## src/rtl/tmr_pkg.sv

```systemverilog
`timescale 1ns/1ps
package tmr_pkg;

    localparam int REG_W  = 16;
    localparam int ADDR_W = 4;

    // Control field positions (software visible layout)
    localparam int BIT_ON    = 15;
    localparam int BIT_GATE  = 7;
    localparam int BIT_PS_HI = 5;
    localparam int BIT_PS_LO = 4;
    localparam int BIT_SYNC  = 2;
    localparam int BIT_SEL   = 1;
    localparam logic [REG_W-1:0] CTRL_MASK = 16'h80B6;
    localparam logic [REG_W-1:0] PERIOD_RST = 16'hFFFF;

    typedef enum logic [1:0] {
        REG_CTRL   = 2'd0,
        REG_COUNT  = 2'd1,
        REG_PERIOD = 2'd2,
        REG_FLAG   = 2'd3
    } reg_sel_e;

    typedef enum logic [1:0] {
        OP_WRITE  = 2'd0,
        OP_CLEAR  = 2'd1,
        OP_SET    = 2'd2,
        OP_INVERT = 2'd3
    } bus_op_e;

    typedef enum logic [2:0] {
        ST_OFF      = 3'd0,
        ST_INTERNAL = 3'd1,
        ST_GATED    = 3'd2,
        ST_EXT_SYNC = 3'd3,
        ST_EXT_RAW  = 3'd4
    } src_state_e;

    function automatic logic [REG_W-1:0] apply_alias(
        input logic [REG_W-1:0] old_v,
        input logic [REG_W-1:0] data,
        input bus_op_e          op
    );
        logic [REG_W-1:0] res;
        unique case (op)
            OP_WRITE:  res = data;
            OP_CLEAR:  res = old_v & ~data;
            OP_SET:    res = old_v | data;
            OP_INVERT: res = old_v ^ data;
            default:   res = old_v;
        endcase
        return res;
    endfunction

    // Terminal value of the prescale counter for each divisor code
    function automatic int ps_limit(input logic [1:0] code);
        int lim;
        unique case (code)
            2'd0:    lim = 0;
            2'd1:    lim = 7;
            2'd2:    lim = 63;
            2'd3:    lim = 255;
            default: lim = 0;
        endcase
        return lim;
    endfunction

endpackage

```

## src/rtl/tmr_regs.sv

```systemverilog
`timescale 1ns/1ps
module tmr_regs
    import tmr_pkg::*;
(
    input  logic                 clk,
    input  logic                 rst_n,
    input  logic                 bus_we,
    input  logic [ADDR_W-1:0]    bus_addr,
    input  logic [REG_W-1:0]     bus_wdata,
    input  logic [REG_W-1:0]     cnt_cur,
    input  logic                 set_evt,
    output logic                 en_bit,
    output logic                 gate_bit,
    output logic                 src_ext_bit,
    output logic                 sync_bit,
    output logic [1:0]           ps_code,
    output logic [REG_W-1:0]     period,
    output logic                 flag,
    output logic                 cnt_load,
    output logic [REG_W-1:0]     cnt_load_val,
    output logic                 pre_restart,
    output logic [REG_W-1:0]     bus_rdata
);

    reg_sel_e         sel;
    bus_op_e          op;
    logic [REG_W-1:0] ctrl;
    logic [REG_W-1:0] ctrl_new;
    logic             ctrl_we;
    logic             per_we;
    logic             flag_clr;

    assign sel      = reg_sel_e'(bus_addr[3:2]);
    assign op       = bus_op_e'(bus_addr[1:0]);
    assign ctrl_we  = bus_we && (sel == REG_CTRL);
    assign per_we   = bus_we && (sel == REG_PERIOD);
    assign cnt_load = bus_we && (sel == REG_COUNT);
    assign flag_clr = bus_we && (sel == REG_FLAG) && (op == OP_CLEAR) && bus_wdata[0];

    assign ctrl_new     = apply_alias(ctrl, bus_wdata, op) & CTRL_MASK;
    assign cnt_load_val = apply_alias(cnt_cur, bus_wdata, op);

    // Prescaler starts a fresh period on a counter load or a divisor change
    assign pre_restart = cnt_load ||
                         (ctrl_we && (ctrl_new[BIT_PS_HI:BIT_PS_LO] != ctrl[BIT_PS_HI:BIT_PS_LO]));

    assign en_bit      = ctrl[BIT_ON];
    assign gate_bit    = ctrl[BIT_GATE];
    assign src_ext_bit = ctrl[BIT_SEL];
    assign sync_bit    = ctrl[BIT_SYNC];
    assign ps_code     = ctrl[BIT_PS_HI:BIT_PS_LO];

    always_ff @(posedge clk or negedge rst_n) begin
        if (!rst_n) begin
            ctrl   <= '0;
            period <= PERIOD_RST;
            flag   <= 1'b0;
        end else begin
            if (ctrl_we) ctrl <= ctrl_new;
            if (per_we) period <= apply_alias(period, bus_wdata, op);
            if (set_evt) flag <= 1'b1;
            else if (flag_clr) flag <= 1'b0;
        end
    end

    always_comb begin
        unique case (sel)
            REG_CTRL:   bus_rdata = ctrl;
            REG_COUNT:  bus_rdata = cnt_cur;
            REG_PERIOD: bus_rdata = period;
            REG_FLAG:   bus_rdata = {{(REG_W-1){1'b0}}, flag};
            default:    bus_rdata = '0;
        endcase
    end

    AST_FLAG_STICKY: assert property (@(posedge clk) disable iff (!rst_n)
        (flag && !flag_clr) |=> flag) else $error("flag dropped");

    AST_SET_ALIAS: assert property (@(posedge clk) disable iff (!rst_n)
        (bus_we && sel == REG_PERIOD && op == OP_SET) |=>
        (period == ($past(period) | $past(bus_wdata)))) else $error("set alias");

endmodule

```

## src/rtl/tmr_srcsel.sv

```systemverilog
`timescale 1ns/1ps
module tmr_srcsel
    import tmr_pkg::*;
#(
    parameter int SYNC_DEPTH = 3
)(
    input  logic clk,
    input  logic rst_n,
    input  logic en_bit,
    input  logic gate_bit,
    input  logic src_ext_bit,
    input  logic sync_bit,
    input  logic ext_clk,
    input  logic gate_in,
    output logic raw_tick,
    output logic gate_fall
);

    src_state_e            state;
    src_state_e            state_nx;
    src_state_e            target;
    logic [SYNC_DEPTH-1:0] ext_q;
    logic [SYNC_DEPTH-1:0] gate_q;

    // Input sampling chains: [0] first flop, [1] synchronized, [2] edge history
    always_ff @(posedge clk or negedge rst_n) begin
        if (!rst_n) begin
            ext_q  <= '0;
            gate_q <= '0;
        end else begin
            ext_q  <= {ext_q[SYNC_DEPTH-2:0], ext_clk};
            gate_q <= {gate_q[SYNC_DEPTH-2:0], gate_in};
        end
    end

    // Mode requested by the control bits
    always_comb begin
        if (!en_bit)          target = ST_OFF;
        else if (src_ext_bit) target = sync_bit ? ST_EXT_SYNC : ST_EXT_RAW;
        else if (gate_bit)    target = ST_GATED;
        else                  target = ST_INTERNAL;
    end

    // Next state: disable wins from any state, otherwise follow the request
    always_comb begin
        unique case (state)
            ST_OFF:      state_nx = target;
            ST_INTERNAL: state_nx = en_bit ? target : ST_OFF;
            ST_GATED:    state_nx = en_bit ? target : ST_OFF;
            ST_EXT_SYNC: state_nx = en_bit ? target : ST_OFF;
            ST_EXT_RAW:  state_nx = en_bit ? target : ST_OFF;
            default:     state_nx = ST_OFF;
        endcase
    end

    always_ff @(posedge clk or negedge rst_n) begin
        if (!rst_n) state <= ST_OFF;
        else        state <= state_nx;
    end

    // Outputs per state
    always_comb begin
        raw_tick  = 1'b0;
        gate_fall = 1'b0;
        unique case (state)
            ST_OFF: begin
                raw_tick = 1'b0;
            end
            ST_INTERNAL: begin
                raw_tick = 1'b1;
            end
            ST_GATED: begin
                raw_tick  = gate_q[1];
                gate_fall = gate_q[2] & ~gate_q[1];
            end
            ST_EXT_SYNC: begin
                raw_tick = ext_q[1] & ~ext_q[2];
            end
            ST_EXT_RAW: begin
                raw_tick = ext_q[0] & ~ext_q[1];
            end
            default: begin
                raw_tick = 1'b0;
            end
        endcase
    end

    AST_OFF_SILENT: assert property (@(posedge clk) disable iff (!rst_n)
        (state == ST_OFF) |-> !raw_tick) else $error("tick while off");

    AST_GATED_NEEDS_GATE: assert property (@(posedge clk) disable iff (!rst_n)
        (state == ST_GATED && raw_tick) |-> $past(gate_in, 2)) else $error("gate leak");

    AST_EXT_SYNC_EDGE: assert property (@(posedge clk) disable iff (!rst_n)
        (state == ST_EXT_SYNC && raw_tick) |-> ($past(ext_clk, 2) && !$past(ext_clk, 3)))
        else $error("sync edge");

endmodule

```

## src/rtl/tmr_prescale.sv

```systemverilog
`timescale 1ns/1ps
module tmr_prescale
    import tmr_pkg::*;
#(
    parameter int PRE_W = 8
)(
    input  logic       clk,
    input  logic       rst_n,
    input  logic       raw_tick,
    input  logic       restart,
    input  logic [1:0] ps_code,
    output logic       tick
);

    logic [PRE_W-1:0] pre_cnt;
    logic [PRE_W-1:0] limit;
    logic             at_limit;

    assign limit    = PRE_W'(ps_limit(ps_code));
    assign at_limit = (pre_cnt == limit);
    assign tick     = raw_tick && at_limit;

    always_ff @(posedge clk or negedge rst_n) begin
        if (!rst_n)        pre_cnt <= '0;
        else if (restart)  pre_cnt <= '0;
        else if (raw_tick) pre_cnt <= at_limit ? '0 : pre_cnt + 1'b1;
    end

    AST_PRE_IN_RANGE: assert property (@(posedge clk) disable iff (!rst_n)
        pre_cnt <= limit) else $error("prescale overrun");

endmodule

```

## src/rtl/tmr_count.sv

```systemverilog
`timescale 1ns/1ps
module tmr_count
    import tmr_pkg::*;
(
    input  logic             clk,
    input  logic             rst_n,
    input  logic             tick,
    input  logic [REG_W-1:0] period,
    input  logic             load,
    input  logic [REG_W-1:0] load_val,
    output logic [REG_W-1:0] cnt,
    output logic             match_tick
);

    assign match_tick = tick && !load && (cnt == period);

    always_ff @(posedge clk or negedge rst_n) begin
        if (!rst_n)          cnt <= '0;
        else if (load)       cnt <= load_val;
        else if (match_tick) cnt <= '0;
        else if (tick)       cnt <= cnt + 1'b1;
    end

    AST_WRAP_TO_ZERO: assert property (@(posedge clk) disable iff (!rst_n)
        match_tick |=> (cnt == '0)) else $error("no wrap");

    AST_HOLD_NO_TICK: assert property (@(posedge clk) disable iff (!rst_n)
        (!tick && !load) |=> $stable(cnt)) else $error("count moved");

endmodule

```

## src/rtl/tmr_gated_interval.sv

```systemverilog
`timescale 1ns/1ps
module tmr_gated_interval
    import tmr_pkg::*;
#(
    parameter int PRE_W      = 8,
    parameter int SYNC_DEPTH = 3
)(
    input  logic              clk,
    input  logic              rst_n,
    input  logic              bus_we,
    input  logic [ADDR_W-1:0] bus_addr,
    input  logic [REG_W-1:0]  bus_wdata,
    output logic [REG_W-1:0]  bus_rdata,
    input  logic              ext_clk,
    input  logic              gate_in,
    output logic              evt_flag
);

    logic             en_bit, gate_bit, src_ext_bit, sync_bit;
    logic [1:0]       ps_code;
    logic [REG_W-1:0] period;
    logic [REG_W-1:0] cnt;
    logic [REG_W-1:0] cnt_load_val;
    logic             cnt_load, pre_restart;
    logic             raw_tick, gate_fall, tick, match_tick;
    logic             set_evt;

    assign set_evt = match_tick | gate_fall;

    tmr_regs i_regs (
        .clk          (clk),
        .rst_n        (rst_n),
        .bus_we       (bus_we),
        .bus_addr     (bus_addr),
        .bus_wdata    (bus_wdata),
        .cnt_cur      (cnt),
        .set_evt      (set_evt),
        .en_bit       (en_bit),
        .gate_bit     (gate_bit),
        .src_ext_bit  (src_ext_bit),
        .sync_bit     (sync_bit),
        .ps_code      (ps_code),
        .period       (period),
        .flag         (evt_flag),
        .cnt_load     (cnt_load),
        .cnt_load_val (cnt_load_val),
        .pre_restart  (pre_restart),
        .bus_rdata    (bus_rdata)
    );

    tmr_srcsel #(.SYNC_DEPTH(SYNC_DEPTH)) i_srcsel (
        .clk         (clk),
        .rst_n       (rst_n),
        .en_bit      (en_bit),
        .gate_bit    (gate_bit),
        .src_ext_bit (src_ext_bit),
        .sync_bit    (sync_bit),
        .ext_clk     (ext_clk),
        .gate_in     (gate_in),
        .raw_tick    (raw_tick),
        .gate_fall   (gate_fall)
    );

    tmr_prescale #(.PRE_W(PRE_W)) i_prescale (
        .clk      (clk),
        .rst_n    (rst_n),
        .raw_tick (raw_tick),
        .restart  (pre_restart),
        .ps_code  (ps_code),
        .tick     (tick)
    );

    tmr_count i_count (
        .clk        (clk),
        .rst_n      (rst_n),
        .tick       (tick),
        .period     (period),
        .load       (cnt_load),
        .load_val   (cnt_load_val),
        .cnt        (cnt),
        .match_tick (match_tick)
    );

endmodule

```

## config.mk

```make
export PLATFORM = sky130hd
export DESIGN_NAME = tmr_gated_interval
export DESIGN_NICKNAME = d
export VERILOG_FILES = /design/src/rtl/tmr_pkg.sv /design/src/rtl/tmr_regs.sv /design/src/rtl/tmr_srcsel.sv /design/src/rtl/tmr_prescale.sv /design/src/rtl/tmr_count.sv /design/src/rtl/tmr_gated_interval.sv
export SDC_FILE = /design/constraint.sdc
export NUM_CORES = 1
export LEC_CHECK = 0
export CAP_MARGIN = 40
export CORE_ASPECT_RATIO = 0.8
export CORE_MARGIN = 2
export CORE_UTILIZATION = 55
export DETAILED_ROUTE_END_ITERATION = 8
export GPL_TIMING_DRIVEN = 0
export PLACE_DENSITY_LB_ADDON = 0.25
export SLEW_MARGIN = 30
export SYNTH_ARGS = -nofsm -noshare
export SYNTH_HDL_FRONTEND = slang
export SYNTH_SLANG_ARGS = --single-unit
```

## constraint.sdc

```tcl
create_clock -name clk -period 3.01 [get_ports clk]
set_clock_uncertainty 0.15 [all_clocks]
set_input_delay 0.602 -clock clk [delete_from_list [all_inputs] [get_ports clk]]
set_output_delay 0.602 -clock clk [all_outputs]
set_load 0.05 [all_outputs]
```

==> impl_metrics.tcl, run 1 <==
set metrics [dict create \
    design_area_um2 5987 \
    drt-total-wl_mm 15.86 \
    cap_violations 0 \
    die_y_um 91.60 \
    max_stage_delay_ps 540 \
    yosys-top-cells-area "dfrtp_1, ha_1, dfstp_2" \
    vias 4884 \
    synth.avg_cell_area_um2 9.079 \
    hold_viol_final 0 \
    die_width_um 113.5 \
    violations "design-rule violations" \
    core_area_um2 9193 \
    die_area_um2 10400 \
    cts_setup_buffers 0 \
    rsz0062_at_grt "no" \
    relSlewSlack_pct 44.54 \
    cp-end-kind "primary output" \
    synth_cell_types 55 \
    arrival_ps 2210 \
    postCtsHoldBufs 0 \
    antenna_found_initial 0 \
    yosysSeqAreaShare_pct 26.94 \
    reg2reg_to "i_count.cnt[3]" \
    ios 42 \
    clkSlewWorstSetupHoldPaths_ps 80 \
    crit_type "in2out" \
    portBuffers 40 \
    synth_nets 684 \
    r2r_slack_ps 200 \
    cts_tree "yes" \
    layout-drive-gt1-share_pct 17.17 \
    finalSetupViolCount 0 \
    powerDensity_nw_per_um2 598.3 \
    yosys.area.top_type "dfrtp_1" \
    grt_pass1_vias 4884 \
    wl_per_cell_um 21.32 \
    post_drt_via_cell_ratio 6.565 \
    worst-path-max-fanout 10 \
    rows 31 \
    async_reset_ff_share_pct 100.0 \
    synth_edf_count 0 \
    initial_core_util_pct 57.38 \
    synth-main-ff-cell "dfrtp_1" \
    place_congestion 0.9522 \
    yosysMostFrequentCell "ha_1" \
    antenna_cells 0 \
    drc 1 \
    crit_slowest_cell "clkdlybuf4s50_1" \
    hp-class "in2async" \
    cts.sinks 56 \
    synth_top_area_share_pct 18.98 \
    cts_max_path_buffers 2 \
    period_needed_ps 2958 \
    grt_use_total_pct 31.89 \
    p_leak_nw 2.772 \
    drv_slew 0 \
    drt-initial-drc-count 601 \
    regToRegStartpoint "i_count.cnt[7]" \
    p_total_w 0.003582 \
    yosys-top-cells-count "ha_1, inv_1, nor2_1" \
    dp_hpwl_mm 11.46 \
    clk_latency_ps 310 \
    tightest_slew_ps 831.9 \
    max_freq_ghz 0.3380 \
    ir_drop_mv 0.4554 \
    ys_seq_elements 56 \
    dr.pass1.iters 8 \
    grt_pass1_wl_mm 25.65 \
    antenna_left 0 \
    numCtsBuffers 5 \
    cp-start-kind "input port" \
    overflow 0 \
    syn_inst 581 \
    post_dp_cell_area_um2 5837 \
    num-nets-final 731 \
    synthToLayoutAreaGrowth_pct 13.50 \
    fin_crit_sh_pct 98.28 \
    synth_area_um2 5275 \
    yosys_warnings 0 \
    crit_required_ps 2260 \
    status "finished with violations" \
    grt_max_degree 41 \
    cts-root-buf "clkbuf_16" \
    worstRegToRegCells 7 \
    worstPathCellList "clkdlybuf4s50_1, nor2b_1, clkbuf_4, buf_6, nand2_1, o21ai_0, buf_4" \
    h-tree-depth 2 \
]
## per-stage QoR
step                      setup TNS, ps  setup slack, ps  cells  hold slack (ps)  util [%]
after global placement           -50880            -1012    736            185.7     63.30
after CTS                             0            1.921    745            28.20     64.94
final                                 0            51.81    744            26.48     65.13
after detailed placement         -19710            -1029    737            193.6     63.50
after global routing                  0            7.862    744            46.50     65.13
after floorplan                       0            83.82    581            156.4         -
## cell usage in the layout, fill, tap and decap left out, drive strengths merged, types with 6 or more instances in the layout
cell / n
nor2: 51
inv: 62
a211oi: 48
a221o: 10
nand4: 9
ha: 78
dfrtp: 40
a22o: 11
mux2i: 8
mux2: 31
buf: 23
clkdlybuf4s15: 6
o21ai: 19
a21oi: 42
mux4: 6
xnor2: 19
dfstp: 16
clkdlybuf4s50: 23
nand3: 9
nand2: 27
clkbuf: 27
## cells by family after synthesis
family	share of synthesized area, %
AO/OA/AOI/OAI	19.57
AND/OR/NAND/NOR	13.33
buffers and inverters	6.973
adder cells (fa/ha/maj)	18.50
flip-flops	26.94
multiplexers	10.70
XOR/XNOR	3.985
## report_power, final
part           switching [W]  internal [W]  total [W]
Sequential          0.000295      0.000965    0.00126
Clock               0.000305      0.000333   0.000638
Combinational       0.000981      0.000702    0.00168
## critical path: cells and delay by family
kind                   cells  cell delay, ps
buffers and inverters      4            1220
and+or+nand+nor            2             250
AOI/OAI and AO/OA          1             120
## cell type report
type | count | area (um2)
inverter | 62 | 232.7
buffer | 32 | 151.4
clock inverter | 2 | 15.01
timing repair buffer | 41 | 390.4
multi-input combinational | 430 | 3493
sequential | 56 | 1421
fill | 780 | 3206
clock buffer | 6 | 138.9
tap | 115 | 143.9
## routing by layer
metal / routed length, um / GRT usage [%] / vias up
met3: 1550 / 5.741 / 52
met4: 522 / 12.09 / 0
met5: 0 / 0 / -
li1: - / - / 2170
met1: 6779 / 44.72 / 2386
met2: 7010 / 48.95 / 276
## state kept, by name (all words and copies together), names as in the netlist
signal / flops
i_srcsel.state: 3
i_regs.ctrl: 6
i_regs.period: 16
i_regs.flag: 1
i_count.cnt: 16
i_prescale.pre_cnt: 8
i_srcsel.gate_q: 3
i_srcsel.ext_q: 3
## worst max path at each step
stage                 from            end  slack [ps]  depth (start not counted)
2_1_floorplan  bus_addr[3]  bus_rdata[15]          80                          3
3_3_place_gp   bus_addr[2]   bus_rdata[5]       -1010                          7
3_5_place_dp   bus_addr[2]  bus_rdata[15]       -1030                          7
4_1_cts        bus_addr[2]   bus_rdata[7]           2                          7
5_1_grt        bus_addr[3]   bus_rdata[9]           8                          6
6_report       bus_addr[2]  bus_rdata[15]          50                          7
## repair_timing
action | 4_1_cts | 5_1_grt
gates resized for setup | 85 | 13
cloned | 0 | 0
pin swaps | 0 | 0
setup endpoints to repair | 17 | 38
Note: power is estimated with default switching activity, not from simulation.
==> run 2, diff against run 1 <==
--- a/config.mk
+++ b/config.mk
@@ -7,8 +7,8 @@
 export LEC_CHECK = 0
 export CAP_MARGIN = 40
 export CORE_ASPECT_RATIO = 0.8
-export CORE_MARGIN = 2
 export CORE_UTILIZATION = 55
+export CTS_BUF_LIST = sky130_fd_sc_hd__clkbuf_4 sky130_fd_sc_hd__clkbuf_8
 export DETAILED_ROUTE_END_ITERATION = 8
 export GPL_TIMING_DRIVEN = 0
 export PLACE_DENSITY_LB_ADDON = 0.25
==> impl_metrics.tcl, run 2 (synthesized netlist as in run 1, its figures left out) <==
set metrics [dict create \
    synthToLayoutAreaGrowth_pct 12.57 \
    layout_setup_ws_ps 48.24 \
    crit_slowest_cell "clkdlybuf4s50_1" \
    rsz0062_at_grt "no" \
    drt-total-wl_mm 15.89 \
    finalSetupViolCount 0 \
    cap_violations 0 \
    antenna_cells 0 \
    num-nets-final 732 \
    cp-start-kind "input port" \
    crit_type "in2out" \
    numCtsBuffers 5 \
    antenna_found_initial 0 \
    ios 42 \
    worstPathCellList "clkdlybuf4s50_1, nor2b_1, buf_2, buf_4, nand2_1, o21ai_0, buf_4" \
    dr.pass1.iters 8 \
    crit_required_ps 2260 \
    r2r_slack_ps 190 \
    highest_layer "met4" \
    die_area_um2 9989 \
    worst_path_most_repeated_cell "buf_4" \
    die_width_um 111.5 \
    violations "design-rule violations" \
    layout-drive-gt1-share_pct 16.98 \
    h-tree-depth 2 \
    layout_common_cells "ha_1, inv_1, nor2_1" \
    period_needed_ps 2962 \
    met1_length_mm 6.951 \
    max_stage_delay_ps 510 \
    tightest_slew_ps 867.0 \
    place_worst_setup_slack_ps -1034 \
    crit_start "bus_addr[2]" \
    max_freq_ghz 0.3376 \
    cts.sinks 56 \
    status "finished with violations" \
    p_leak_nw 2.753 \
    vias 4837 \
    initial_core_util_pct 57.38 \
    cts_resized 85 \
    drv_slew 0 \
    cp-end-kind "primary output" \
    post_drt_via_cell_ratio 6.493 \
    worstRegToRegCells 7 \
    overflow 0 \
    cts_setup_buffers 0 \
    crit_buf_inv 4 \
    route.met3.wl_mm 1.314 \
    fin_crit_sh_pct 98.40 \
    top_regs "i_count.cnt x16, i_regs.period x16, i_prescale.pre_cnt x8" \
    place_congestion 0.9231 \
    clkSlewWorstSetupHoldPaths_ps 100 \
    wl_met2_mm 7.222 \
    cp_num_cells 7 \
    relSlewSlack_pct 42.20 \
    critPathTopFamily "buffers and inverters" \
    reg2reg_to "i_count.cnt[3]" \
    regToRegStartpoint "i_count.cnt[7]" \
    grt_use_total_pct 32.58 \
    cts_tree "yes" \
    grt_max_degree 34 \
    dp_hpwl_mm 11.52 \
    hold_viol_final 0 \
    postCtsHoldBufs 0 \
    drt-initial-drc-count 532 \
    ir_drop_mv 0.3573 \
    critPathCapture "bus_rdata[5]" \
    finalSetupTns_ps 0 \
    drc 3 \
    portBuffers 40 \
    cts-root-buf "clkbuf_8" \
    rows 31 \
    powerDensity_nw_per_um2 586.2 \
    arrival_ps 2210 \
    layout_commonest_cell "ha_1" \
    cts_max_path_buffers 2 \
    hp-class "in2async" \
    grt_pass1_vias 4698 \
    worst-path-max-fanout 10 \
    die_y_um 89.60 \
    wl_per_cell_um 21.33 \
    antenna_left 0 \
    core_area_um2 9193 \
    grt_pass1_wl_mm 24.71 \
    clk_latency_ps 340 \
]
==> run 2: metrics by stage <==
stage | instances | power [W] | utilization (%) | hold slack (ps) | cell area, um2
CTS | 745 | 0.003436 | 64.48 | 31.17 | 5927
detailed placement | 737 | 0.002923 | 63.50 | 185.6 | 5837
global route | 745 | 0.003674 | 64.60 | 43.20 | 5938
floorplan | 581 | 0.002390 | - | 156.4 | 5275
finish | 745 | 0.003481 | 64.60 | 22.85 | 5938
global placement | 736 | 0.002817 | 63.30 | 185.5 | 5819
==> run 2: power by group <==
part	total, W	internal (W)	leakage (nW)	switching [W]
Sequential	0.00126	0.000964	0.641	0.000293
Clock	0.000533	0.000247	0.0541	0.000286
Combinational	0.00169	0.000700	2.06	0.000991
==> run 2: area by class of cell <==
type	instances	area, um2
tap	115	143.9
buffer	33	147.6
multi-input combinational	430	3493
inverter	62	232.7
fill	798	3254
clock buffer	5	68.82
timing repair buffer	41	387.9
sequential	56	1421
clock inverter	3	42.54
==> run 2: worst min-delay path by stage <==
stage / startpoint / end / slack, ps / depth (start not counted)
after detailed placement: i_srcsel.gate_q[0] / i_srcsel.gate_q[1] / 190 / 0
final: rst_n / i_regs.ctrl[7] / 20 / 1
after global routing: rst_n / i_regs.ctrl[7] / 40 / 1
after global placement: i_srcsel.gate_q[0] / i_srcsel.gate_q[1] / 190 / 0
after floorplan: rst_n / i_count.cnt[0] / 160 / 0
after CTS: rst_n / i_regs.ctrl[7] / 30 / 1
==> run 2: per-layer routing <==
layer  vias to the layer above  global-route usage, %
met2                       242                  54.03
met4                         0                  12.16
met3                        40                  4.765
li1                       2166                      -
met5                         -                      0
met1                      2389                  44.01
==> run 3, diff against run 2 <==
--- a/config.mk
+++ b/config.mk
@@ -5,13 +5,14 @@
 export SDC_FILE = /design/constraint.sdc
 export NUM_CORES = 1
 export LEC_CHECK = 0
+export ABC_AREA = 1
 export CAP_MARGIN = 40
 export CORE_ASPECT_RATIO = 0.8
 export CORE_UTILIZATION = 55
-export CTS_BUF_LIST = sky130_fd_sc_hd__clkbuf_4 sky130_fd_sc_hd__clkbuf_8
+export CTS_BUF_LIST = sky130_fd_sc_hd__clkbuf_8 sky130_fd_sc_hd__clkbuf_16
 export DETAILED_ROUTE_END_ITERATION = 8
 export GPL_TIMING_DRIVEN = 0
-export PLACE_DENSITY_LB_ADDON = 0.25
+export PLACE_DENSITY = 0.81
 export SLEW_MARGIN = 30
 export SYNTH_ARGS = -nofsm -noshare
 export SYNTH_HDL_FRONTEND = slang
==> impl_metrics.tcl, run 3 <==
set metrics [dict create \
    status "finished with violations" \
    violations "design-rule violations" \
    fill_cells 797 \
    rows 31 \
    seqPwrFrac_pct 33.3 \
    hold_ws_ps 29.18 \
    p_total_w 0.003786 \
    p_int_w 0.002039 \
    p_sw_share_pct 46.13 \
    hp-class "in2async" \
    layout_common_cells "nand2_1, inv_1, ha_1" \
    finalSetupViolCount 0 \
    cts_tree "yes" \
    grt_pass1_wl_mm 25.48 \
    num-nets-final 896 \
    drt-initial-drc-count 352 \
    pwr-share-comb_pct 48.0 \
    crit_required_ps 2260 \
    portBuffers 41 \
    cts.sinks 56 \
    post_drt_via_cell_ratio 5.836 \
    drv_slew 0 \
    grt_max_degree 35 \
    synthToLayoutAreaGrowth_pct 14.26 \
    p_leak_nw 3.115 \
    synth_cell_types 36 \
    wl_per_cell_um 17.23 \
    overflow 0 \
    antenna_cells 0 \
    antenna_left 0 \
    synth_area_um2 5308 \
    place_worst_setup_slack_ps -784.1 \
    tightest_slew_ps 838.6 \
    cts_max_path_buffers 2 \
    grt_pass1_vias 5186 \
    yosys-top-cells-count "nand2_1, inv_1, ha_1" \
    layout_setup_ws_ps 39.55 \
    die_y_um 89.87 \
    clk_latency_ps 310 \
    yosysSeqAreaShare_pct 26.78 \
    cts-root-buf "clkbuf_16" \
    yosys_warnings 0 \
    crit_type "in2out" \
    initial_core_util_pct 57.74 \
    rsz0062_at_grt "no" \
    layout_commonest_cell "nand2_1" \
    clkPwrFrac_pct 18.7 \
    max_freq_ghz 0.3366 \
    vias 5305 \
    numCtsBuffers 5 \
    yosysMostFrequentCell "nand2_1" \
    grt_use_total_pct 32.23 \
    ys_seq_elements 56 \
    worst-path-max-fanout 9 \
    h-tree-depth 2 \
    dr.pass1.iters 7 \
    cap_violations 0 \
    antenna_found_initial 0 \
    layout-drive-gt1-share_pct 9.824 \
    ir_drop_mv 0.3255 \
    synth_top_area_share_pct 18.86 \
    postCtsHoldBufs 0 \
    drt-total-wl_mm 15.66 \
    yosys.area.top_type "dfrtp_1" \
    synth_nets 845 \
    p_sw_w 0.001746 \
    die_width_um 111.8 \
    dp_hpwl_mm 11.39 \
    cp-start-kind "input port" \
    clkSlewWorstSetupHoldPaths_ps 80 \
    syn_inst 742 \
    synth_edf_count 0 \
    drc 3 \
    period_needed_ps 2970 \
    fin_crit_sh_pct 98.69 \
    place_congestion 0.9434 \
    relSlewSlack_pct 44.09 \
    cp-end-kind "primary output" \
    hold_viol_final 0 \
    async_reset_ff_share_pct 100.0 \
    die_area_um2 10050 \
    synth.avg_cell_area_um2 7.153 \
    top_regs "i_count.cnt x16, i_regs.period x16, i_prescale.pre_cnt x8" \
    arrival_ps 2220 \
    ios 42 \
    synth-main-ff-cell "dfrtp_1" \
    core_area_um2 9193 \
    yosys-top-cells-area "dfrtp_1, ha_1, nand2_1" \
    powerDensity_nw_per_um2 624.2 \
]
## run 3: layout make-up
| cell class | instances | area (um2) | area share, % |
|---|---|---|---|
| Tap cell | 115 | 143.9 | 2.373 |
| Clock buffer | 5 | 125.1 | 2.063 |
| Buffer | 26 | 127.6 | 2.104 |
| Clock inverter | 3 | 47.55 | 0.7840 |
| Inverter | 115 | 435.4 | 7.180 |
| Sequential cell | 56 | 1421 | 23.44 |
| Multi-Input combinational cell | 544 | 3336 | 55.00 |
| Timing Repair Buffer | 45 | 427.9 | 7.056 |
## run 3: critical path, stage by stage
cell	delay, ps
clkdlybuf4s50_1	550
inv_2	60
nor2_4	210
clkinvlp_4	200
buf_12	180
o22ai_1	120
buf_2	290
## run 3: power groups by stage
stage	Combinational [W]	Clock (W)	Sequential [W]
global placement	0.00169	0	0.00125
CTS	0.00179	0.000715	0.00125
global route	0.00204	0.000736	0.00129
finish	0.00182	0.000708	0.00126
floorplan	0.00131	0	0.00121
detailed placement	0.00179	0	0.00126
## run 3: what timing repair did
item	4_1_cts	5_1_grt
endpoints found under the setup margin	16	15
resized for setup	70	12
buffers inserted	3	0
## run 3: layer usage
layer  global-route usage, %  wire (um)  up-vias
li1                        -          -     2513
met1                   40.90       6442     2495
met2                   51.71       7172      252
met3                   7.350       1533       45
met4                   15.77        513        0
met5                       0          0        -
## run 3: logic make-up (layout without fill, tap and decap cells)
| kind of cell | Yosys count | after routing | share of synthesized area [%] |
|---|---|---|---|
| adder cells (fa/ha/maj) | 78 | 78 | 18.39 |
| flip-flops | 56 | 56 | 26.78 |
| XOR/XNOR | 28 | 28 | 4.621 |
| AND/OR/NAND/NOR | 317 | 317 | 25.70 |
| buffers and inverters | 142 | 194 | 10.54 |
| AO/OA/AOI/OAI | 121 | 121 | 13.98 |
## run 3: worst paths after layout
kind                                    startpoint                 end  slack, ps  cells after the start
min in group clk                i_srcsel.gate_q[0]  i_srcsel.gate_q[1]        220                      0
max in group asynchronous                    rst_n    i_regs.period[6]       2110                      2
worst min register to register  i_srcsel.gate_q[0]  i_srcsel.gate_q[1]        220                      0
worst max register to register      i_regs.ctrl[5]     i_count.cnt[13]        890                     11
worst max-delay path                   bus_addr[2]        bus_rdata[8]         40                      7
worst min-delay path                         rst_n  i_srcsel.gate_q[2]         30                      1
## run 3: through the flow
stage	area, um2	setup TNS (ps)	std cells	utilization, %
2_1_floorplan	5308	0	742	-
3_3_place_gp	5862	-36930	898	63.77
3_5_place_dp	5879	-9511	899	63.96
4_1_cts	6051	0	909	65.82
5_1_grt	6065	0	909	65.97
6_report	6065	0	909	65.97
